### config.mk
export PLATFORM = sky130hd
export DESIGN_NAME = rtc_bcd_calendar
export DESIGN_NICKNAME = d
export VERILOG_FILES = /design/src/rtl/rtc_cal_pkg.sv /design/src/rtl/rtc_bcd_wrap.sv /design/src/rtl/rtc_hour_cnt.sv /design/src/rtl/rtc_date_cnt.sv /design/src/rtl/rtc_bcd_calendar.sv
export SDC_FILE = /design/constraint.sdc
export NUM_CORES = 1
export LEC_CHECK = 0
export BUFFER_PORTS_ARGS = -buffer_cell sky130_fd_sc_hd__buf_2
export CAP_MARGIN = 40
export CORE_UTILIZATION = 40
export CTS_CLUSTER_DIAMETER = 60
export CTS_CLUSTER_SIZE = 25
export DETAILED_ROUTE_END_ITERATION = 8
export GPL_ROUTABILITY_DRIVEN = 0
export GPL_TIMING_DRIVEN = 0
export PLACE_DENSITY = 0.72
export REMOVE_ABC_BUFFERS = 1
export SETUP_SLACK_MARGIN = 0.5
export SLEW_MARGIN = 10
export SYNTH_ARGS = -nofsm -noshare
export SYNTH_HDL_FRONTEND = slang
export SYNTH_SLANG_ARGS = --single-unit
### constraint.sdc
create_clock -name clk -period 3.1 [get_ports clk]
set_input_delay 0.465 -clock clk [delete_from_list [all_inputs] [get_ports clk]]
set_output_delay 0.465 -clock clk [all_outputs]
set_load 0.03 [all_outputs]
### src/rtl/rtc_cal_pkg.sv
// Shared constants, register indices and BCD helpers for the calendar clock.
// Assumes two BCD digits per register byte.
package rtc_cal_pkg;
    localparam int BYTE_W   = 8;
    localparam int NUM_REGS = 8;
    localparam int SNAP_W   = BYTE_W * NUM_REGS;

    typedef logic [BYTE_W-1:0] bcd_byte_t;

    localparam int REG_HUND = 0;
    localparam int REG_SEC  = 1;
    localparam int REG_MIN  = 2;
    localparam int REG_HOUR = 3;
    localparam int REG_DOW  = 4;
    localparam int REG_DATE = 5;
    localparam int REG_MON  = 6;
    localparam int REG_YEAR = 7;

    localparam int HR_MODE_BIT  = 7;
    localparam int HR_PM_BIT    = 5;
    localparam int DAY_HALT_BIT = 5;

    // Next BCD value, ones digit rolling from 9 into the tens digit.
    function automatic bcd_byte_t bcd_next(input bcd_byte_t v);
        if (v[3:0] >= 4'd9) return {v[7:4] + 4'd1, 4'd0};
        else                return v + bcd_byte_t'(1);
    endfunction

    // Lowest value a simple field wraps to.
    function automatic bcd_byte_t field_min(input int idx);
        if (idx == REG_DOW || idx == REG_DATE || idx == REG_MON) return 8'h01;
        else                                                    return 8'h00;
    endfunction

    // Highest value of a simple field.
    function automatic bcd_byte_t field_max(input int idx);
        case (idx)
            REG_SEC, REG_MIN: return 8'h59;
            REG_DOW:          return 8'h07;
            REG_MON:          return 8'h12;
            default:          return 8'h99;
        endcase
    endfunction

    // Bits kept by a load; the rest always read zero.
    function automatic bcd_byte_t field_mask(input int idx);
        case (idx)
            REG_SEC, REG_MIN: return 8'h7F;
            REG_HOUR:         return 8'hBF;
            REG_DOW:          return 8'h07;
            REG_DATE:         return 8'h3F;
            REG_MON:          return 8'h1F;
            default:          return 8'hFF;
        endcase
    endfunction

    // Fields whose at-limit state must all hold for field idx to advance.
    function automatic logic [NUM_REGS-1:0] carry_deps(input int idx);
        case (idx)
            REG_HUND:         return 8'h00;
            REG_SEC:          return 8'h01;
            REG_MIN:          return 8'h03;
            REG_HOUR:         return 8'h07;
            REG_DOW, REG_DATE: return 8'h0F;
            REG_MON:          return 8'h2F;
            default:          return 8'h6F;
        endcase
    endfunction

    // Whole-bus load mask, including the halt bit of the day register.
    function automatic logic [SNAP_W-1:0] bus_mask();
        logic [SNAP_W-1:0] m;
        for (int i = 0; i < NUM_REGS; i++) m[i*BYTE_W +: BYTE_W] = field_mask(i);
        m[REG_DOW*BYTE_W + DAY_HALT_BIT] = 1'b1;
        return m;
    endfunction
endpackage

### src/rtl/rtc_bcd_wrap.sv
// Two-digit BCD counter with a fixed range MIN_V..MAX_V.
// Assumes loaded values are legal BCD; anything at or above MAX_V wraps.
module rtc_bcd_wrap
    import rtc_cal_pkg::*;
#(
    parameter bcd_byte_t MIN_V   = 8'h00,
    parameter bcd_byte_t MAX_V   = 8'h99,
    parameter bcd_byte_t LD_MASK = 8'hFF
) (
    input  logic      clk,
    input  logic      rst_n,
    input  logic      load_i,
    input  bcd_byte_t load_val_i,
    input  logic      inc_i,
    output bcd_byte_t cnt_o,
    output logic      at_max_o
);
    bcd_byte_t cnt_q;

    // Field is at its limit, so the next advance wraps it and carries.
    assign at_max_o = (cnt_q >= MAX_V);
    assign cnt_o    = cnt_q;

    // Load first, otherwise advance or wrap on an increment.
    always_ff @(posedge clk) begin
        if (!rst_n)      cnt_q <= MIN_V;
        else if (load_i) cnt_q <= load_val_i & LD_MASK;
        else if (inc_i)  cnt_q <= at_max_o ? MIN_V : bcd_next(cnt_q);
    end


    wrap_to_min_chk: assert property (@(posedge clk) disable iff (!rst_n)
        (inc_i && !load_i && cnt_q == MAX_V) |=> (cnt_o == MIN_V));

    step_moves_chk: assert property (@(posedge clk) disable iff (!rst_n)
        (inc_i && !load_i && cnt_q < MAX_V) |=> (cnt_o != $past(cnt_o)));
endmodule

### src/rtl/rtc_hour_cnt.sv
// Hours register with run-time 12/24-hour mode kept in its own bit 7.
// at_max_o flags the hour from which the next advance starts a new day.
module rtc_hour_cnt
    import rtc_cal_pkg::*;
(
    input  logic      clk,
    input  logic      rst_n,
    input  logic      load_i,
    input  bcd_byte_t load_val_i,
    input  logic      inc_i,
    output bcd_byte_t hour_o,
    output logic      at_max_o
);
    bcd_byte_t hr_q, hr_nxt, h12, h12n, h24, h24n;
    logic      mode12, pm, pm_nxt;

    assign mode12 = hr_q[HR_MODE_BIT];
    assign pm     = hr_q[HR_PM_BIT];
    assign h12    = {3'b000, hr_q[4:0]};
    assign h24    = {2'b00, hr_q[5:0]};
    assign hour_o = hr_q;

    // Day boundary: 11 PM in 12-hour mode, 23 in 24-hour mode.
    assign at_max_o = mode12 ? (pm && h12 == 8'h11) : (h24 >= 8'h23);

    // Next hour value for either mode, with the PM flag toggle.
    always_comb begin
        pm_nxt = pm;
        if (h12 == 8'h12) begin
            h12n = 8'h01;
        end else if (h12 == 8'h11) begin
            h12n   = 8'h12;
            pm_nxt = ~pm;
        end else begin
            h12n = bcd_next(h12);
        end
        h24n = (h24 >= 8'h23) ? 8'h00 : bcd_next(h24);
        if (mode12) hr_nxt = (h12n & 8'h1F) | {1'b1, 1'b0, pm_nxt, 5'b00000};
        else        hr_nxt = h24n & 8'h3F;
    end

    // Load first, otherwise take the next hour on an increment.
    always_ff @(posedge clk) begin
        if (!rst_n)      hr_q <= 8'h00;
        else if (load_i) hr_q <= load_val_i & field_mask(REG_HOUR);
        else if (inc_i)  hr_q <= hr_nxt;
    end


    pm_flip_chk: assert property (@(posedge clk) disable iff (!rst_n)
        (inc_i && !load_i && mode12 && hr_q[4:0] == 5'h11)
        |=> (hour_o[HR_PM_BIT] != $past(hour_o[HR_PM_BIT]) && hour_o[4:0] == 5'h12));

    twelve_to_one_chk: assert property (@(posedge clk) disable iff (!rst_n)
        (inc_i && !load_i && mode12 && hr_q[4:0] == 5'h12)
        |=> (hour_o[4:0] == 5'h01 && $stable(hour_o[HR_PM_BIT])));

    midnight24_chk: assert property (@(posedge clk) disable iff (!rst_n)
        (inc_i && !load_i && !mode12 && hr_q[5:0] == 6'h23) |=> (hour_o == 8'h00));
endmodule

### src/rtl/rtc_date_cnt.sv
// Date of month with a limit taken from the month and the year.
// Assumes a leap year whenever the two-digit year is a multiple of four.
module rtc_date_cnt
    import rtc_cal_pkg::*;
(
    input  logic      clk,
    input  logic      rst_n,
    input  logic      load_i,
    input  bcd_byte_t load_val_i,
    input  logic      inc_i,
    input  bcd_byte_t month_i,
    input  bcd_byte_t year_i,
    output bcd_byte_t date_o,
    output logic      at_max_o
);
    bcd_byte_t date_q, last_day;
    logic [4:0] mod4_sum;
    logic       leap;

    // Ten is 2 mod 4, so the year mod 4 equals (2*tens + ones) mod 4.
    assign mod4_sum = {year_i[7:4], 1'b0} + {1'b0, year_i[3:0]};
    assign leap     = (mod4_sum[1:0] == 2'b00);

    // Last legal date of the current month.
    always_comb begin
        case (month_i)
            8'h02:                      last_day = leap ? 8'h29 : 8'h28;
            8'h04, 8'h06, 8'h09, 8'h11: last_day = 8'h30;
            default:                    last_day = 8'h31;
        endcase
    end

    assign at_max_o = (date_q >= last_day);
    assign date_o   = date_q;

    // Load first, otherwise advance or wrap to the first of the month.
    always_ff @(posedge clk) begin
        if (!rst_n)      date_q <= 8'h01;
        else if (load_i) date_q <= load_val_i & field_mask(REG_DATE);
        else if (inc_i)  date_q <= at_max_o ? 8'h01 : bcd_next(date_q);
    end


    feb_short_chk: assert property (@(posedge clk) disable iff (!rst_n)
        (inc_i && !load_i && month_i == 8'h02 && date_q == 8'h28 && !leap)
        |=> (date_o == 8'h01));

    month_end_chk: assert property (@(posedge clk) disable iff (!rst_n)
        (inc_i && !load_i && date_q == 8'h31) |=> (date_o == 8'h01));
endmodule

### src/rtl/rtc_bcd_calendar.sv
// BCD time-of-day and calendar counter advanced by a hundredths tick.
// Carries are computed from the at-limit state of all lower fields, so
// the full ripple lands in one cycle. A load overrides any tick.
module rtc_bcd_calendar
    import rtc_cal_pkg::*;
(
    input  logic              clk,
    input  logic              rst_n,
    input  logic              tick_en_i,
    input  logic              load_en_i,
    input  logic [SNAP_W-1:0] load_data_i,
    output logic [SNAP_W-1:0] snapshot_o
);
    localparam logic [SNAP_W-1:0] FULL_MASK = bus_mask();

    bcd_byte_t           fld [NUM_REGS];
    logic [NUM_REGS-1:0] inc_v, at_max_v;
    logic                halt_q, step;

    // Halt bit stored beside the day-of-week digit.
    always_ff @(posedge clk) begin
        if (!rst_n)         halt_q <= 1'b0;
        else if (load_en_i) halt_q <= load_data_i[REG_DOW*BYTE_W + DAY_HALT_BIT];
    end

    assign step = tick_en_i & ~halt_q;

    for (genvar gi = 0; gi < NUM_REGS; gi++) begin : g_field
        // Field advances when stepping and every field below it is at its limit.
        assign inc_v[gi] = step & ((at_max_v & carry_deps(gi)) == carry_deps(gi));

        if (gi == REG_HOUR) begin : g_hour
            rtc_hour_cnt u_hour (
                .clk(clk), .rst_n(rst_n), .load_i(load_en_i),
                .load_val_i(load_data_i[gi*BYTE_W +: BYTE_W]), .inc_i(inc_v[gi]),
                .hour_o(fld[gi]), .at_max_o(at_max_v[gi]));
        end else if (gi == REG_DATE) begin : g_date
            rtc_date_cnt u_date (
                .clk(clk), .rst_n(rst_n), .load_i(load_en_i),
                .load_val_i(load_data_i[gi*BYTE_W +: BYTE_W]), .inc_i(inc_v[gi]),
                .month_i(fld[REG_MON]), .year_i(fld[REG_YEAR]),
                .date_o(fld[gi]), .at_max_o(at_max_v[gi]));
        end else begin : g_simple
            rtc_bcd_wrap #(
                .MIN_V(field_min(gi)), .MAX_V(field_max(gi)), .LD_MASK(field_mask(gi))
            ) u_cnt (
                .clk(clk), .rst_n(rst_n), .load_i(load_en_i),
                .load_val_i(load_data_i[gi*BYTE_W +: BYTE_W]), .inc_i(inc_v[gi]),
                .cnt_o(fld[gi]), .at_max_o(at_max_v[gi]));
        end

        // Snapshot byte, with the halt bit merged into the day register.
        if (gi == REG_DOW) begin : g_snap_dow
            assign snapshot_o[gi*BYTE_W +: BYTE_W] = fld[gi] | (bcd_byte_t'(halt_q) << DAY_HALT_BIT);
        end else begin : g_snap
            assign snapshot_o[gi*BYTE_W +: BYTE_W] = fld[gi];
        end
    end


    halt_freeze_chk: assert property (@(posedge clk) disable iff (!rst_n)
        (halt_q && !load_en_i) |=> $stable(snapshot_o));

    load_wins_chk: assert property (@(posedge clk) disable iff (!rst_n)
        load_en_i |=> (snapshot_o == ($past(load_data_i) & FULL_MASK)));

    dow_wrap_chk: assert property (@(posedge clk) disable iff (!rst_n)
        (inc_v[REG_DOW] && at_max_v[REG_DOW] && !load_en_i) |=> (fld[REG_DOW] == 8'h01));

    year_wrap_chk: assert property (@(posedge clk) disable iff (!rst_n)
        (inc_v[REG_YEAR] && at_max_v[REG_YEAR] && !load_en_i)
        |=> (fld[REG_YEAR] == 8'h00 && fld[REG_MON] == 8'h01));
endmodule

==> key figures <==
Run status
  – Status: complete, no violations

Worst setup path
  – Worst Path Required: 3.33 ns
  – Reg-to-reg startpoint: g_field[6].g_simple.u_cnt.cnt_o[0]
  – Reg2reg setup slack: 0.07 ns
  – Critical Path AT: about 3.3 ns
  – Critical path start-end classification: reg -> reg
  – R2R Path End: g_field[5].g_date.u_date.date_o[3]
  – CP Max Fanout: 4
  – Worst Setup Start Kind: register
  – Crit end category: register
  – R2R cell count: 12

Floorplan
  – Die height: approximately 110 um
  – DIE AREA: 12780 um^2
  – Die width: between 100 and 150 um
  – Placement Rows: 40
  – Initial core utilization: 0.4107
  – Core area: 12010 um^2
  – Num ports: between 100 and 150

Layout
  – Share of cells above drive strength 1: 0.3158
  – Area Growth Syn to Fin: 19.96%
  – Nets: 795
  – Non-filler instance count after layout: about 830
  – Core Util, Final: 0.4927
  – Commonest non-fill, non-tap cell in the layout: buf_2
  – # fillers: around 1100
  – Commonest non-fill, non-tap cells in the layout: buf_2, dfxtp_1, nand2_1

Route
  – Final wirelength: between 10000 and 15000 um
  – Vias: between 4000 and 5000
  – Via/cell ratio: 5.787
  – DR DRC count: 0
  – DRT antenna net count: 0
  – Wire per inst: 16.50 um
  – Drt initial violations: 401
  – First-pass iteration count of the detailed router: 5

Synth
  – EDFF count, synth: 0
  – Leading area contributor after synthesis: dfxtp_1
  – Register area share after synthesis: 0.2597
  – Ys async rst share: 0
  – Distinct cell type count after synthesis: 74
  – #FFs+latches synth: between 60 and 70
  – Mapped Cells: 613
  – Post-Syn Area: about 4900 um^2
  – Synth top area cells: dfxtp_1, ha_1, buf_4, nand2_1, o21ai_0
  – Yosys top cell area share: 0.2597
  – Predominant post-synthesis flop cell: dfxtp_1
  – Yosys warning total: 0
  – Mean Syn Cell Area: between 8 and 9 um^2

Placement
  – Dpl ws: -0.2584 ns
  – IO Port Bufs: about 120
  – Post-Place Cells: 793
  – DPL Wire Length: roughly 9000 um

STA
  – Tcrit/Tclk final: 0.9782
  – Max transition margin: 0.5334
  – Worst setup margin: a little under 0.07 ns
  – Final Setup Violations: 0
  – Worst Max-Slew Pin Slew: 0.6974 ns
  – Final Slew Violations: 0
  – Fin crit period: slightly above 3 ns
  – RSZ-0062 raised after global routing: yes
  – Setup TNS: 0 ns
  – Clock Skew: a little under 0.007 ns
  – Final Hold Viols: 0
  – FMAX: 0.3298 GHz

Global route
  – Antenna violations before repair: 2
  – Vias in the first global route: 4489
  – GR Overflow Total: 0
  – Overall Global Routing Usage: 0.2111
  – Largest net degree at the start of global routing: between 80 and 90
  – First-pass GRT wire length: approximately 22000 um

CTS
  – Post-CTS Hold Buffers: 0
  – Clock sinks: between 60 and 70
  – CTS buffer count: 9
  – Clock-pin slew of the registers on the worst-case setup and hold paths: roughly 0.06 ns
  – TritonCTS clock tree: built
  – H-tree depth: 3
  – CTS max path bufs: 2
  – Clock latency on the worst-skew pair: around 0.34 ns
  – Clk root buf: clkbuf_16

Worst hold path
  – Hold_sp: load_data_i[1]
  – Worst hold stages: 3
  – Hold Crit Class: in -> reg
  – Hold Path End: g_field[0].g_simple.u_cnt.cnt_o[1]

Power
  – VDD IR max: around 0.26 mV
  – Leak: about 2.7 nW
  – Power Density: 438.5 nW/um^2

Job
  – Max Cap Viol: 0
cells by family after synthesis:
family          synth area share
fa+ha+maj                 0.1192
compound gates            0.2435
mux                      0.02080
buf+inv                   0.1420
xor+xnor                 0.01420
flops                     0.2597
simple gates              0.1999
other cells            0.0007601
per-layer routing:
layer | track usage | share of wire
met2 | 0.3591 | 0.49
met1 | 0.2573 | 0.43
met3 | 0.04339 | 0.058
met4 | 0.09298 | 0.021
met5 | 0 | 0.00095
synth_stat cells (3+ instances only):
master and number:
xnor2_1 6, a22o_1 4, a211oi_1 6, a311oi_1 3
dfxtp_1 64, o41ai_1 3, o31a_1 3, nand2_1 57
nand4_1 4, nand2b_1 6, clkbuf_1 19, or3b_2 4
nand4b_1 3, a221oi_1 5, o21ai_0 34, o211ai_1 6
o31ai_1 4, o21a_1 6, ha_1 47, and2_1 7
a31oi_1 6, nor3b_1 6, o211a_1 5, nand3_1 25
a22oi_1 5, a21oi_1 33, mux2i_1 8, o221a_2 4
nor2b_1 6, nor2_1 42, nor3_1 10, a32o_1 4
a32oi_1 5, o311ai_0 7, inv_1 32, buf_4 63
and3_1 9
worst max-delay path, stage by stage, from the launching register on:
cell      delay, ns
dfxtp_4        0.38
inv_6          0.08
ha_4           0.15
nand4_1        0.26
o31ai_4        0.31
ha_1           0.26
or4b_4         0.50
a21oi_4        0.18
buf_4          0.14
o21ai_4        0.07
a21oi_4        0.21
nor2_1         0.09
a221oi_1       0.30
how the worst max path moves through the flow:
stage / end / start / slack, ns
final: g_field[5].g_date.u_date.date_o[3] / g_field[6].g_simple.u_cnt.cnt_o[0] / 0.07
after global routing: g_field[5].g_date.u_date.date_o[3] / g_field[6].g_simple.u_cnt.cnt_o[0] / 0.0003
after CTS: g_field[7].g_simple.u_cnt.cnt_o[6] / g_field[6].g_simple.u_cnt.cnt_o[0] / 0.19
after detailed placement: g_field[6].g_simple.u_cnt.cnt_o[4] / g_field[6].g_simple.u_cnt.cnt_o[0] / -0.26
after global placement: g_field[4].g_simple.u_cnt.cnt_o[2] / rst_n / -0.64
after floorplan: g_field[6].g_simple.u_cnt.cnt_o[4] / g_field[6].g_simple.u_cnt.cnt_o[0] / -0.06
what timing repair did:
item	CTS	global route
setup endpoints to repair	29	39
pin swaps	21	12
gates resized for setup	49	22
hold endpoints to repair	0	0
buffers inserted	18	4
gates cloned	1	0
flip-flops by register name, summed over array words and instances (netlist names):
signal and count:
g_field.g_simple.u_cnt.cnt_o 48, g_field.g_date.u_date.date_o 8, g_field.g_hour.u_hour.hour_o 7, halt_q 1
final cells by class:
cell class	instances	area, um^2	share of cell area
Tap cell	147	183.9	0.03108
Sequential cell	64	1292	0.2184
Antenna cell	1	2.502	0.0004228
Multi-Input combinational cell	429	3181	0.5374
Inverter	34	138.9	0.02347
Clock inverter	3	65.06	0.01099
Clock buffer	12	256.5	0.04334
Timing Repair Buffer	142	798.3	0.1349
where the power goes:
group          internal (mW)  switching (mW)
Sequential             0.868          0.0782
Clock                  0.742           0.376
Combinational          0.205           0.325
Total                   1.82           0.779
stage by stage:
step	instance area (um^2)	hold WS (ns)	power, mW
finish	5918	0.3578	2.595
global route	5916	0.3628	2.707
CTS	5801	0.3465	2.598
detailed placement	5152	0.4861	1.434
global placement	5135	0.4810	1.412
floorplan	4360	0.5118	1.255
No activity file was read; power rests on OpenSTA's default activity.
